==> config.mk <==
export PLATFORM = sky130hd
export DESIGN_NAME = ube_exchanger
export DESIGN_NICKNAME = d
export VERILOG_FILES = /design/src/rtl/ube_pkg.sv /design/src/rtl/ube_rise_det.sv /design/src/rtl/ube_store.sv /design/src/rtl/ube_out_sel.sv /design/src/rtl/ube_exchanger.sv
export SDC_FILE = /design/constraint.sdc
export NUM_CORES = 1
export LEC_CHECK = 0
export BUFFER_PORTS_ARGS = -buffer_cell sky130_fd_sc_hd__buf_2
export CAP_MARGIN = 20
export CORE_MARGIN = 4
export CORE_UTILIZATION = 45
export DETAILED_ROUTE_END_ITERATION = 8
export GPL_TIMING_DRIVEN = 0
export HOLD_SLACK_MARGIN = 0.05
export PLACE_DENSITY = 0.85
export RECOVER_POWER = 50
export SLEW_MARGIN = 30
export SYNTH_ARGS = -nofsm -noshare
export SYNTH_HDL_FRONTEND = slang
export SYNTH_SLANG_ARGS = --single-unit
==> constraint.sdc <==
create_clock -name clk_i -period 1.15 [get_ports clk_i]
set_input_delay 0.1725 -clock clk_i [delete_from_list [all_inputs] [get_ports clk_i]]
set_output_delay 0.1725 -clock clk_i [all_outputs]
set_load 0.005 [all_outputs]
==> src/rtl/ube_pkg.sv <==
package ube_pkg;
  localparam int unsigned NPORT = 3;

  // fixed rotation: select=1 picks the port before this one, select=0 the one after
  function automatic int unsigned src_hi(input int unsigned p);
    return (p + NPORT - 1) % NPORT;
  endfunction

  function automatic int unsigned src_lo(input int unsigned p);
    return (p + 1) % NPORT;
  endfunction
endpackage

==> src/rtl/ube_rise_det.sv <==
module ube_rise_det (
  input  logic clk_i,
  input  logic rst_ni,
  input  logic lvl_i,
  output logic rise_o
);
  logic lvl_q;

  always_ff @(posedge clk_i or negedge rst_ni) begin
    if (!rst_ni) lvl_q <= 1'b0;
    else         lvl_q <= lvl_i;
  end

  assign rise_o = lvl_i & ~lvl_q;
endmodule

==> src/rtl/ube_store.sv <==
module ube_store #(
  parameter int unsigned W = 18
) (
  input  logic         clk_i,
  input  logic         rst_ni,
  input  logic [W-1:0] d_i,
  input  logic         le_i,
  input  logic         cap_clk_i,
  output logic [W-1:0] st_o
);
  logic         rise;
  logic [W-1:0] q_q;

  ube_rise_det u_rise (
    .clk_i  (clk_i),
    .rst_ni (rst_ni),
    .lvl_i  (cap_clk_i),
    .rise_o (rise)
  );

  // transparent mode refreshes the hold copy every edge
  always_ff @(posedge clk_i or negedge rst_ni) begin
    if (!rst_ni)            q_q <= '0;
    else if (le_i || rise)  q_q <= d_i;
  end

  assign st_o = le_i ? d_i : q_q;
endmodule

==> src/rtl/ube_out_sel.sv <==
module ube_out_sel #(
  parameter int unsigned W = 18
) (
  input  logic         sel_i,
  input  logic         oe_ni,
  input  logic [W-1:0] hi_i,
  input  logic [W-1:0] lo_i,
  output logic [W-1:0] data_o,
  output logic         oe_o
);
  always_comb begin
    oe_o   = ~oe_ni;
    data_o = '0;
    if (!oe_ni) data_o = sel_i ? hi_i : lo_i;
  end
endmodule

==> src/rtl/ube_exchanger.sv <==
module ube_exchanger
  import ube_pkg::*;
#(
  parameter int unsigned W = 18
) (
  input  logic         clk_i,
  input  logic         rst_ni,
  input  logic [W-1:0] a_d_i,
  input  logic         a_le_i,
  input  logic         a_cap_clk_i,
  input  logic         a_sel_i,
  input  logic         a_oe_ni,
  output logic [W-1:0] a_d_o,
  output logic         a_oe_o,
  input  logic [W-1:0] b_d_i,
  input  logic         b_le_i,
  input  logic         b_cap_clk_i,
  input  logic         b_sel_i,
  input  logic         b_oe_ni,
  output logic [W-1:0] b_d_o,
  output logic         b_oe_o,
  input  logic [W-1:0] c_d_i,
  input  logic         c_le_i,
  input  logic         c_cap_clk_i,
  input  logic         c_sel_i,
  input  logic         c_oe_ni,
  output logic [W-1:0] c_d_o,
  output logic         c_oe_o
);
  logic [NPORT-1:0][W-1:0] din_w;
  logic [NPORT-1:0][W-1:0] st_w;
  logic [NPORT-1:0][W-1:0] dout_w;
  logic [NPORT-1:0]        le_w;
  logic [NPORT-1:0]        cclk_w;
  logic [NPORT-1:0]        sel_w;
  logic [NPORT-1:0]        oen_w;
  logic [NPORT-1:0]        oe_w;

  assign din_w  = {c_d_i, b_d_i, a_d_i};
  assign le_w   = {c_le_i, b_le_i, a_le_i};
  assign cclk_w = {c_cap_clk_i, b_cap_clk_i, a_cap_clk_i};
  assign sel_w  = {c_sel_i, b_sel_i, a_sel_i};
  assign oen_w  = {c_oe_ni, b_oe_ni, a_oe_ni};

  for (genvar p = 0; p < NPORT; p++) begin : g_port
    localparam int unsigned HI = src_hi(p);
    localparam int unsigned LO = src_lo(p);

    ube_store #(.W(W)) u_store (
      .clk_i     (clk_i),
      .rst_ni    (rst_ni),
      .d_i       (din_w[p]),
      .le_i      (le_w[p]),
      .cap_clk_i (cclk_w[p]),
      .st_o      (st_w[p])
    );

    ube_out_sel #(.W(W)) u_sel (
      .sel_i  (sel_w[p]),
      .oe_ni  (oen_w[p]),
      .hi_i   (st_w[HI]),
      .lo_i   (st_w[LO]),
      .data_o (dout_w[p]),
      .oe_o   (oe_w[p])
    );
  end

  assign a_d_o  = dout_w[0];
  assign b_d_o  = dout_w[1];
  assign c_d_o  = dout_w[2];
  assign a_oe_o = oe_w[0];
  assign b_oe_o = oe_w[1];
  assign c_oe_o = oe_w[2];
endmodule

==> metrics.txt, run 1 <==
via count around 3000; Placed Cells around 470; Min Hold Slack ~0.07 ns; VDD IR max between 0.7 and 0.8 mV; Die X 93.5 um; TritonRoute pass-1 iters 5; share of power burned in registers just under 40%; Cell Rows 30; CTS Sinks 57; PwrDens 1230 nW/um^2; Wirelength per Cell approximately 22 um; post-route setup slack -0.325 ns; crit path launch type flip-flop; initial antenna violation count 0; Routed Wire Length 11500 um; total CTS buffers 9; Clk pwr share about a third; # H-tree levels 3; Layout Utilization ~71%; Synth area leader dfrtp_1; Worst Max-Slew Pin Slew 0.787 ns; hpwl dp around 7400 um; CTS tree yes; Worst EP required ~0.98 ns; post-place setup slack -0.360 ns; antenna-violating nets left 0; Psw 1800 uW; Die ar. ~8700 um^2; Mapped Cells around 250; GP Congestion just under 0.9; I/O Pins about 130; diode count 0; dominant cells by area after synthesis dfrtp_1 43%, mux2i_1 16%, mux2_4 14%; routed vias/inst between 5 and 6; failing checks setup timing; combinational share of power about 30%; first-pass GRT wire length about 16000 um; Area growth syn-to-layout 49.7%; Slew Limit Fails 0; sw frac 29.8%; DRC 0; Yosys top cell area share 43.4%; chip height ~93 um; Clock Latency Late Sink 0.35 ns; vias in the first global route 3077; Worst Setup Path Type flip-flop to output port; Initial Util 47.3%; syn_nets 320; pin count of the biggest net entering global routing 58; class of the worst hold path input port to flip-flop; Synth Area per Inst 13.0 um^2; non-filler instance count after layout roughly 520; post-synthesis sequential area ratio between 40% and 50%; layout cell share with drive strength beyond 1 69.7%; Hold Fails Final Rpt 0; Worst EP arrival between 1 and 1.5 ns; Final Skew around 0.0084 ns; Seq cells post-synth 57; Crit. End Element output port; Worst-path clk slew about 0.070 ns; setup violators final between 100 and 150; synth warn 0; RSZ-0062 raised after global routing yes; post-synth cell types 14; cell area after synthesis 3290 um^2; maximum clock rate around 680 MHz; 1st-iter DRT viols 227; Final period util 128%; worst rel slew slack between 40% and 50%; Max Cap Violations 0; status complete, but fails checks; Internal 4240 uW; Leak 0.00240 uW; Power Total 6040 uW; Bufs on Longest Clock Path 2; total gr overflow 0; minimum clock period approximately 1.5 ns; Layout Nets between 400 and 500; Total GRT Usage between 20% and 30%; total core area approximately 6900 um^2; clock root cell clkbuf_8; PortBufs about 120; critical path fanouts, max 2
[sequential cells by signal (all words and copies together) (netlist names)]
signal,flops
g_port.u_store.q_q,54
g_port.u_store.u_rise.lvl_q,3
[cells in the final DEF (no fill, tap or decap), types with 9 or more instances in the layout]
| cell | n |
|---|---|
| mux2i_1 | 14 |
| buf_6 | 16 |
| clkbuf_8 | 10 |
| mux2i_2 | 36 |
| dfrtp_1 | 57 |
| mux2_4 | 54 |
| o22ai_1 | 45 |
| buf_2 | 117 |
| o22ai_2 | 9 |
| buf_4 | 28 |
[through the flow]
step           TNS, ns  area, um^2
5_1_grt         -21.11        4920
6_report        -17.01        4920
2_1_floorplan    -1.78        3290
4_1_cts         -17.45        4640
3_3_place_gp    -24.62        4010
3_5_place_dp    -17.58        4010
[area by class of cell]
cell class                 instances  area (um^2)
buffer                            14          140
clock buffer                      10          138
clock inverter                     6         57.6
fill                             476         2030
inverter                           6         22.5
multi-input combinational        171         2020
sequential                        57         1430
tap                               96          120
timing repair buffer             162          995
[synthesized netlist by cell type, drive strengths merged]
cell     n
buf     16
mux2i   54
dfrtp   57
nand2    3
mux2    54
o22ai   54
or2      3
a21oi    3
inv      6
clkbuf   2
[power by group through the flow]
stage	Sequential [uW]	Clock, uW	Combinational (uW)
after detailed placement	2340	0	1310
after floorplan	2310	0	799
after CTS	2320	1900	1560
final	2350	1890	1790
after global placement	2320	0	1280
after global routing	2370	2010	1880
[critical path: stages (launching register included)]
cell     delay, ns
dfrtp_1       0.40
mux2i_2       0.24
o22ai_1       0.15
buf_2         0.16
[metal layers]
layer  track usage, %  routed length [um]  vias to the layer above
met3             6.11                 766                       56
li1                 -                   -                     1305
met1             30.3                4600                     1551
met2             38.4                5540                      167
met4             13.1                 590                        0
met5                0                   0                        -
[logic make-up (layout without fill, tap and decap cells)]
logic type	count (synthesis)	in the layout	share of synthesized area (%)
buf+inv	24	198	5.52
flops	57	57	43.4
simple gates	6	6	0.914
mux	108	108	38.4
compound gates	57	57	11.8
[final timing paths]
check / start / to / slack [ns] / depth (start not counted)
setup / recovery: g_port[0].u_store.q_q[10] / b_d_o[10] / -0.32 / 3
hold / removal: a_d_i[3] / g_port[0].u_store.q_q[3] / 0.07 / 2
setup reg to reg: g_port[1].u_store.u_rise.lvl_q / g_port[1].u_store.q_q[10] / -0.10 / 4
hold reg to reg: g_port[0].u_store.q_q[3] / g_port[0].u_store.q_q[3] / 0.51 / 1
max in group asynchronous: rst_ni / g_port[1].u_store.q_q[14] / 0.17 / 2
min in group asynchronous: rst_ni / g_port[2].u_store.q_q[2] / 0.46 / 2
[repair_timing]
action	4_1_cts	5_1_grt
pin swaps	32	20
hold buffers	4	0
gates resized for setup	62	43
setup endpoints to repair	108	108
endpoints found under the hold margin	60	0
gates cloned	1	1
buffers inserted	19	20
Note: power is estimated with default switching activity, not from simulation.
==> run 2, diff against run 1 <==
CORE_ASPECT_RATIO = 1.5   (was not set)
CTS_CLUSTER_DIAMETER = 30   (was not set)
SLEW_MARGIN = 15   (was 30)
==> run 2 against run 1 <==
Effect of this change: the run still ends with setup timing left; clock skew shrank 0.0042 ns; setup slack gained 0.054 ns; critical path depth is the same; cell count is the same; cell area grew 2.6%; clock-buffer cell count grew 3; flip-flop and latch count is the same; non-clock buffer count shrank 1; first-iteration DRC count shrank 19%; total power shrank 2.9%; sequential power is essentially flat; critical endpoint is now c_d_o[14].
==> metrics.txt, run 2 (synthesis results as in run 1) <==
Power Total 5870 uW (was 6040 uW); share of power burned in registers 40.2% (was 38.9%); Slew Limit Fails 0 (unchanged); 1st-iter DRT viols 184 (was 227); CP max stage delay 0.40 ns (about the same); maximum clock rate 704 MHz (was 678 MHz); top flop regs g_port.u_store.q_q (54), g_port.u_store.u_rise.lvl_q (3) (unchanged); commonest non-fill, non-tap cell in the layout buf_2 (unchanged); Crit. End Element output port (unchanged); Area growth syn-to-layout 53.6% (was 49.7%); antenna-violating nets left 0 (unchanged); Leak 0.00241 uW (was 0.00240 uW); Clk pwr share 28.6% (was 31.4%); Top reg by flops g_port.u_store.q_q (unchanged); # H-tree levels 3 (unchanged); VDD IR max 0.864 mV (was 0.701 mV); commonest cells after routing, fill and taps aside 115 x buf_2, 57 x dfrtp_1, 54 x mux2_4 (was 117 x buf_2, 57 x dfrtp_1, 54 x mux2_4); Final Skew 0.00421 ns (was 0.00842 ns); non-filler instance count after layout 522 (unchanged); Final period util 124% (was 128%); crit path launch type flip-flop (unchanged); Initial Util 47.0% (was 47.3%); Psw 1730 uW (was 1800 uW); vias in the first global route 3153 (was 3077); failing checks setup timing (unchanged); CP max-delay cell dfrtp_1 (unchanged); TritonRoute pass-1 iters 6 (was 5); Clock Latency Late Sink 0.34 ns (was 0.35 ns); Routed Wire Length 11000 um (was 11500 um); Worst-path clk slew 0.06 ns (was 0.07 ns); Total GRT Usage 25.2% (was 24.2%); I/O Pins 125 (unchanged); routed vias/inst 5.71 (was 5.90); Cell Rows 37 (was 30); RSZ-0062 raised after global routing yes (unchanged); initial antenna violation count 0 (unchanged); Hold Fails Final Rpt 0 (unchanged); post-place setup slack -0.350 ns (was -0.360 ns); class of the worst hold path input port to flip-flop (unchanged); setup violators final 104 (was 107); cell family with most CP delay flip-flops (unchanged); Die ar. 8760 um^2 (was 8730 um^2); pin count of the biggest net entering global routing 58 (unchanged); multi-input gate area in the final layout 2110 um^2 (was 2020 um^2); first-pass GRT wire length 16800 um (was 16100 um); Worst EP arrival 1.25 ns (was 1.30 ns); hpwl dp 7350 um (was 7420 um); Layout Nets 488 (was 489); Internal 4130 uW (was 4240 uW); DRC 0 (unchanged); post-route setup slack -0.271 ns (was -0.325 ns); CTS tree yes (unchanged); minimum clock period 1.42 ns (was 1.47 ns); Max Cap Violations 0 (unchanged); worst rel slew slack 46.6% (was 47.5%); Worst Setup Path Type flip-flop to output port (unchanged); total CTS buffers 9 (unchanged); placed cell areas 4020 um^2 (was 4010 um^2); CTS Sinks 57 (unchanged); filler instances 452 (was 476); combinational share of power 31.2% (was 29.7%); layout cell share with drive strength beyond 1 70.4% (was 69.7%); Bufs and invs on worst path 1 (unchanged); Min Hold Slack 0.0892 ns (was 0.0698 ns); total gr overflow 0 (unchanged); Reg2Reg Setup Slack -0.15 ns (was -0.10 ns); GP Congestion 0.824 (was 0.895); status complete, but fails checks (unchanged); Placed Cells 470 (was 469); total core area 6990 um^2 (was 6940 um^2); Wirelength per Cell 21.2 um (was 22.0 um); register area 1430 um^2 (unchanged); final instance area 5050 um^2 (was 4920 um^2); sw frac 29.5% (was 29.8%); Die X 77.8 um (was 93.5 um); max FFs per register 54 (unchanged); PortBufs 121 (unchanged); clock root cell clkbuf_8 (unchanged); via count 2980 (was 3079); Bufs on Longest Clock Path 2 (unchanged); critical path fanouts, max 2 (unchanged); PwrDens 1160 nW/um^2 (was 1230 nW/um^2); chip height 113 um (was 93.5 um); diode count 0 (unchanged); Worst Max-Slew Pin Slew 0.801 ns (was 0.787 ns); cells along the critical path mux2i_2 -> o22ai_1 -> buf_2 (unchanged); Worst EP required 0.98 ns (about the same)
run 2: changes by cell type in the layout (fill, tap and decap cells not counted), sizes merged:
cell,delta
clkbuf,+5
buf,-3
bufinv,-1
clkinv,-1
clkinvlp,-1
run 2: layer usage:
metal,vias up,GRT usage (%),wire [um]
met2,208,40.2,5320
met4,0,14.3,458
li1,1301,-,-
met3,31,6.50,1030
met1,1440,30.5,4240
met5,-,0,0
run 2: final cells by class:
cell class / count / share of cell area, %
tap: 97 / 2.41
sequential: 57 / 28.3
timing repair buffer: 160 / 20.2
clock inverter: 3 / 0.298
buffer: 15 / 3.37
multi-input combinational: 171 / 41.9
clock buffer: 13 / 3.15
inverter: 6 / 0.446
run 2: metrics by stage:
step | util [%] | setup TNS, ns
global placement | 57.4 | -25.79
finish | 72.2 | -15.73
CTS | 69.2 | -17.53
global route | 72.2 | -20.58
floorplan | - | -1.78
detailed placement | 57.4 | -17.74
run 2: path summary, 6_finish.rpt:
path / startpoint / endpoint / depth (start not counted)
hold / removal: b_d_i[10] / g_port[1].u_store.q_q[10] / 2
setup reg to reg: g_port[2].u_store.u_rise.lvl_q / g_port[2].u_store.q_q[8] / 5
min in group asynchronous: rst_ni / g_port[1].u_store.q_q[12] / 2
max in group asynchronous: rst_ni / g_port[2].u_store.q_q[3] / 2
setup / recovery: g_port[0].u_store.q_q[14] / c_d_o[14] / 3
hold reg to reg: g_port[1].u_store.q_q[10] / g_port[1].u_store.q_q[10] / 1
run 2: worst register-to-register path: stages, from the launching register on:
cell     delay, ns
dfrtp_1       0.37
inv_2         0.05
a21oi_4       0.22
buf_12        0.15
buf_12        0.11
mux2_4        0.29
run 2: power by group through the flow:
| stage | combinational [uW] | sequential (uW) | clock [uW] |
|---|---|---|---|
| detailed placement | 1320 | 2340 | 0 |
| finish | 1830 | 2360 | 1680 |
| CTS | 1690 | 2330 | 1700 |
| global placement | 1300 | 2320 | 0 |
| global route | 1940 | 2380 | 1790 |
| floorplan | 799 | 2310 | 0 |
run 2: what timing repair did:
| action | CTS | global route |
|---|---|---|
| endpoints found under the hold margin | 60 | 0 |
| pin swaps | 33 | 15 |
| hold buffers | 4 | 0 |
| setup endpoints to repair | 108 | 107 |
| gates cloned | 2 | 1 |
| buffers inserted | 21 | 14 |
| resized for setup | 94 | 29 |
